## src/rtl/raster_line_irq.sv

```systemverilog
module raster_line_irq #(
  parameter int LINE_W        = 9,
  parameter int REG_W         = 8,
  parameter int LEGACY_PERIOD = 52
) (
  input  logic             clk_i,
  input  logic             rst_ni,
  input  logic             hsync_i,
  input  logic             vsync_i,
  input  logic             wr_en_i,
  input  logic [REG_W-1:0] wr_data_i,
  input  logic             ack_i,
  output logic             irq_o
);

  localparam int LEG_W = $clog2(LEGACY_PERIOD);
  localparam logic [LEG_W-1:0] LEG_LAST = LEG_W'(LEGACY_PERIOD - 1);

  logic [REG_W-1:0]  line_wr, line_act;
  logic [LINE_W-1:0] line_cnt;
  logic [LEG_W-1:0]  leg_cnt;
  logic              irq_q;

  wire line_end = hsync_i & ~vsync_i;
  wire boundary = hsync_i | vsync_i;
  wire legacy   = (line_act == '0);
  wire leg_hit  = (leg_cnt == LEG_LAST);
  wire line_hit = (line_cnt[REG_W-1:0] == line_act);
  wire fire     = line_end & (legacy ? leg_hit : line_hit);

  always_ff @(posedge clk_i or negedge rst_ni) begin
    if (!rst_ni) begin
      line_wr  <= '0;
      line_act <= '0;
    end else begin
      if (wr_en_i)  line_wr  <= wr_data_i;
      if (boundary) line_act <= line_wr;
    end
  end

  always_ff @(posedge clk_i or negedge rst_ni) begin
    if (!rst_ni) begin
      line_cnt <= '0;
      leg_cnt  <= '0;
    end else if (vsync_i) begin
      line_cnt <= '0;
      leg_cnt  <= '0;
    end else if (hsync_i) begin
      line_cnt <= line_cnt + 1'b1;
      leg_cnt  <= leg_hit ? '0 : leg_cnt + 1'b1;
    end
  end

  always_ff @(posedge clk_i or negedge rst_ni) begin
    if (!rst_ni)    irq_q <= 1'b0;
    else if (fire)  irq_q <= 1'b1;
    else if (ack_i) irq_q <= 1'b0;
  end

  assign irq_o = irq_q;

endmodule

```

## config.mk

```make
export PLATFORM = sky130hd
export DESIGN_NAME = raster_line_irq
export DESIGN_NICKNAME = d
export VERILOG_FILES = /design/src/rtl/raster_line_irq.sv
export SDC_FILE = /design/constraint.sdc
export NUM_CORES = 1
export LEC_CHECK = 0
export ABC_AREA = 1
export ABC_CLOCK_PERIOD_IN_PS = 1300
export BUFFER_PORTS_ARGS = -buffer_cell sky130_fd_sc_hd__buf_2
export CORE_MARGIN = 1
export CORE_UTILIZATION = 45
export CTS_BUF_LIST = sky130_fd_sc_hd__clkbuf_4 sky130_fd_sc_hd__clkbuf_8
export CTS_CLUSTER_DIAMETER = 60
export DETAILED_ROUTE_END_ITERATION = 10
export PLACE_DENSITY_LB_ADDON = 0.05
export SYNTH_ARGS = -nofsm -noshare
export SYNTH_HDL_FRONTEND = slang
export SYNTH_SLANG_ARGS = --single-unit
```

## constraint.sdc

```tcl
create_clock -name clk_i -period 1.3 [get_ports clk_i]
set_clock_uncertainty 0.05 [all_clocks]
set_input_delay 0.39 -clock clk_i [delete_from_list [all_inputs] [get_ports clk_i]]
set_output_delay 0.39 -clock clk_i [all_outputs]
set_load 0.01 [all_outputs]
```

==> results.json <==
{
  "leakagePower_nw": 0.838,
  "grt_util_met3_pct": 5.97,
  "grt-ovfl-total": 0,
  "fin_nets": 213,
  "slew_violations": 0,
  "worstSetupPathType": "reg -> out",
  "fill_cells": 295,
  "period_needed_ns": 1.30,
  "avgSynthCellArea_um2": 8.96,
  "core_area_um2": 3130,
  "wl_per_cell_um": 11.3,
  "end_kind": "output port",
  "port_buffers": 14,
  "synth-seq-area-share_pct": 50.7,
  "endpoint": "irq_o",
  "r2r_slack_ns": 0.08,
  "critPathLaunch": "irq_o",
  "dpl.hpwl_um": 2020,
  "cts_buffer_depth": 2,
  "grt_pass1_vias": 1088,
  "drive_gt1_share_pct": 26.3,
  "gp_congestion": 0.869,
  "worstPathCellList": "buf_2",
  "max_slew_margin_pct": 86.0,
  "antenna_found_initial": 0,
  "crit_path_start_kind": "flip-flop",
  "htree_levels": 2,
  "use_met2_pct": 27.3,
  "place_inst": 229,
  "yosysWarnings": 0,
  "fin_ws_ns": 0.00389,
  "crit_path_max_incr_delay_ns": 0.38,
  "dieArea_um2": 3640,
  "grt_max_degree": 32,
  "cts_tree": "built",
  "ios": 15,
  "r2r_cells": 5,
  "wl_um": 2730,
  "max_freq_mhz": 772,
  "synth.top_cells.by_area": "dfrtp_1 (51%), nand2_1 (11%), o21ai_2 (5.1%)",
  "drt_iter0_markers": 44,
  "fp-row-count": 20,
  "r2r_end": "line_cnt[4]",
  "vias": 1158,
  "via_per_inst": 4.79,
  "critPathArrivalTime_ns": 0.86,
  "reg2reg_from": "line_cnt[0]",
  "busiest_layer": "met2",
  "root_buffer": "clkbuf_4",
  "antennaDiodeCount": 0,
  "clkSinkCount": 31,
  "min_path_type": "in -> reg",
  "fin_crit_sh_pct": 99.7,
  "syn_inst": 171,
  "die_width_um": 60.3,
  "start_util_pct": 49.0,
  "synth.top_cell.area_share_pct": 50.7,
  "crit_family": "flip-flops",
  "timing.max_cap.violations": 0,
  "synth.net_count": 187,
  "required_ns": 0.86,
  "clk_latency_ns": 0.34,
  "ir_worst_vdd_mv": 0.578,
  "finalSetupViolCount": 0,
  "power_density_nw_per_um2": 1060,
  "crit_buf_inv": 1,
  "yosysTopAreaCell": "dfrtp_1",
  "drt-pass1-iter-count": 4,
  "grtUsageTotal_pct": 18.1,
  "syn_area_um2": 1530,
  "critical_path_depth": 1,
  "syn_to_final_growth_pct": 16.3,
  "grt_pass1_wl_um": 4680,
  "rsz0062_at_grt": "yes",
  "place_ws_ns": 0.0722,
  "cpMaxStageDelayCell": "dfrtp_1",
  "cts_buffers": 5,
  "synth-seq-cells": 31,
  "clk_pin_slew_ns": 0.10,
  "ys_types": 27,
  "hold_violations": 0,
  "fin_setup_tns_ns": 0,
  "status": "finished, final reports clean",
  "drc": 0,
  "die_h_um": 60.3,
  "final_antenna_net_count": 0,
  "final_cells": 242,
  "critPathMaxFanout": 2,
  "worst_slew_pin_slew_ns": 0.211,
  "grtUsageMet1_pct": 22.2
}
==> metrics by stage <==
stage / util, % / hold WS (ns) / cell area [um2] / power, mW
after floorplan: - / 0.0444 / 1530 / 1.24
after global placement: 53.6 / 0.305 / 1680 / 1.32
after detailed placement: 53.6 / 0.309 / 1680 / 1.33
after CTS: 56.0 / 0.191 / 1750 / 1.91
after global routing: 56.9 / 0.191 / 1780 / 1.99
final: 56.9 / 0.200 / 1780 / 1.89
==> how the worst min path moves through the flow <==
stage	end	cells after the start	start
after floorplan	irq_o	0	rst_ni
after global placement	leg_cnt[3]	2	rst_ni
after detailed placement	irq_o	2	rst_ni
after CTS	line_wr[2]	3	wr_data_i[2]
after global routing	line_wr[5]	3	wr_data_i[5]
final	line_wr[5]	3	wr_data_i[5]
==> metal layers <==
| metal | share of wire [%] | routed length [um] |
|---|---|---|
| met1 | 50 | 1350 |
| met2 | 44 | 1200 |
| met3 | 4.2 | 114 |
| met4 | 2.4 | 65 |
| met5 | 0 | 0 |
==> area by class of cell <==
| type | instances | area [um2] | share of cell area [%] |
|---|---|---|---|
| Timing Repair Buffer | 22 | 158 | 8.85 |
| Sequential cell | 31 | 778 | 43.7 |
| Inverter | 21 | 78.8 | 4.43 |
| Tap cell | 44 | 55.1 | 3.09 |
| Multi-Input combinational cell | 116 | 653 | 36.7 |
| Clock inverter | 2 | 12.5 | 0.703 |
| Clock buffer | 6 | 45.0 | 2.53 |
==> synth_stat cells (all sizes together) <==
cell type,n
nor3,4
o21a,1
a21oi,5
o21ai,23
dfrtp,31
a211oi,1
xnor2,6
nand4,2
o22ai,1
and3,1
inv,21
a22o,1
nand3,4
nand2,46
clkbuf,1
ha,2
xor2,3
buf,2
nor2,16
==> placed cells by master, fill, tap and decap left out, types with 2 or more instances in the layout <==
cell type / synthesis / layout
nand3_1: 3 / 3
buf_4: 0 / 5
buf_12: 0 / 2
clkbuf_4: 0 / 6
nor3_1: 3 / 3
a21oi_1: 4 / 4
nand2_1: 45 / 45
o21ai_1: 4 / 4
o21ai_2: 9 / 9
o21ai_0: 10 / 10
xnor2_1: 6 / 6
dfrtp_1: 31 / 29
dfrtp_2: 0 / 2
xor2_1: 3 / 3
buf_2: 0 / 14
nor2_1: 12 / 12
inv_1: 19 / 19
nor2_4: 4 / 4
inv_2: 2 / 2
nand4_1: 2 / 2
==> state kept, by name, indices dropped and copies added, names as in the netlist <==
register / flops
line_act: 8
line_cnt: 8
line_wr: 8
leg_cnt: 6
irq_o: 1
==> kinds of logic after synthesis <==
kind of cell | Yosys count | synth area share, %
adder cells (fa/ha/maj) | 2 | 1.63
AND/OR/NAND/NOR | 73 | 21.8
buffers and inverters | 24 | 6.86
flip-flops | 31 | 50.7
AO/OA/AOI/OAI | 32 | 13.9
XOR/XNOR | 9 | 5.15
==> report_power, final <==
part | switching, mW | internal [mW] | total, mW
Clock | 0.338 | 0.229 | 0.568
Combinational | 0.136 | 0.112 | 0.248
Sequential | 0.0453 | 1.03 | 1.07
Total | 0.520 | 1.37 | 1.89
==> repair_timing <==
action / in CTS / in global routing
hold buffers: 1 / 0
setup buffers: 1 / 3
setup endpoints to repair: 1 / 7
pin swaps: 0 / 1
resized for setup: 0 / 3
hold endpoints to repair: 31 / 0
==> worst reg2reg max path: stages, from the launching register on <==
cell and delay, ns:
dfrtp_1 0.42, ha_2 0.20, nand2_1 0.11, nor2_1 0.11, a21oi_1 0.07, nor3_1 0.17
Power figures use the tool's default switching activity.
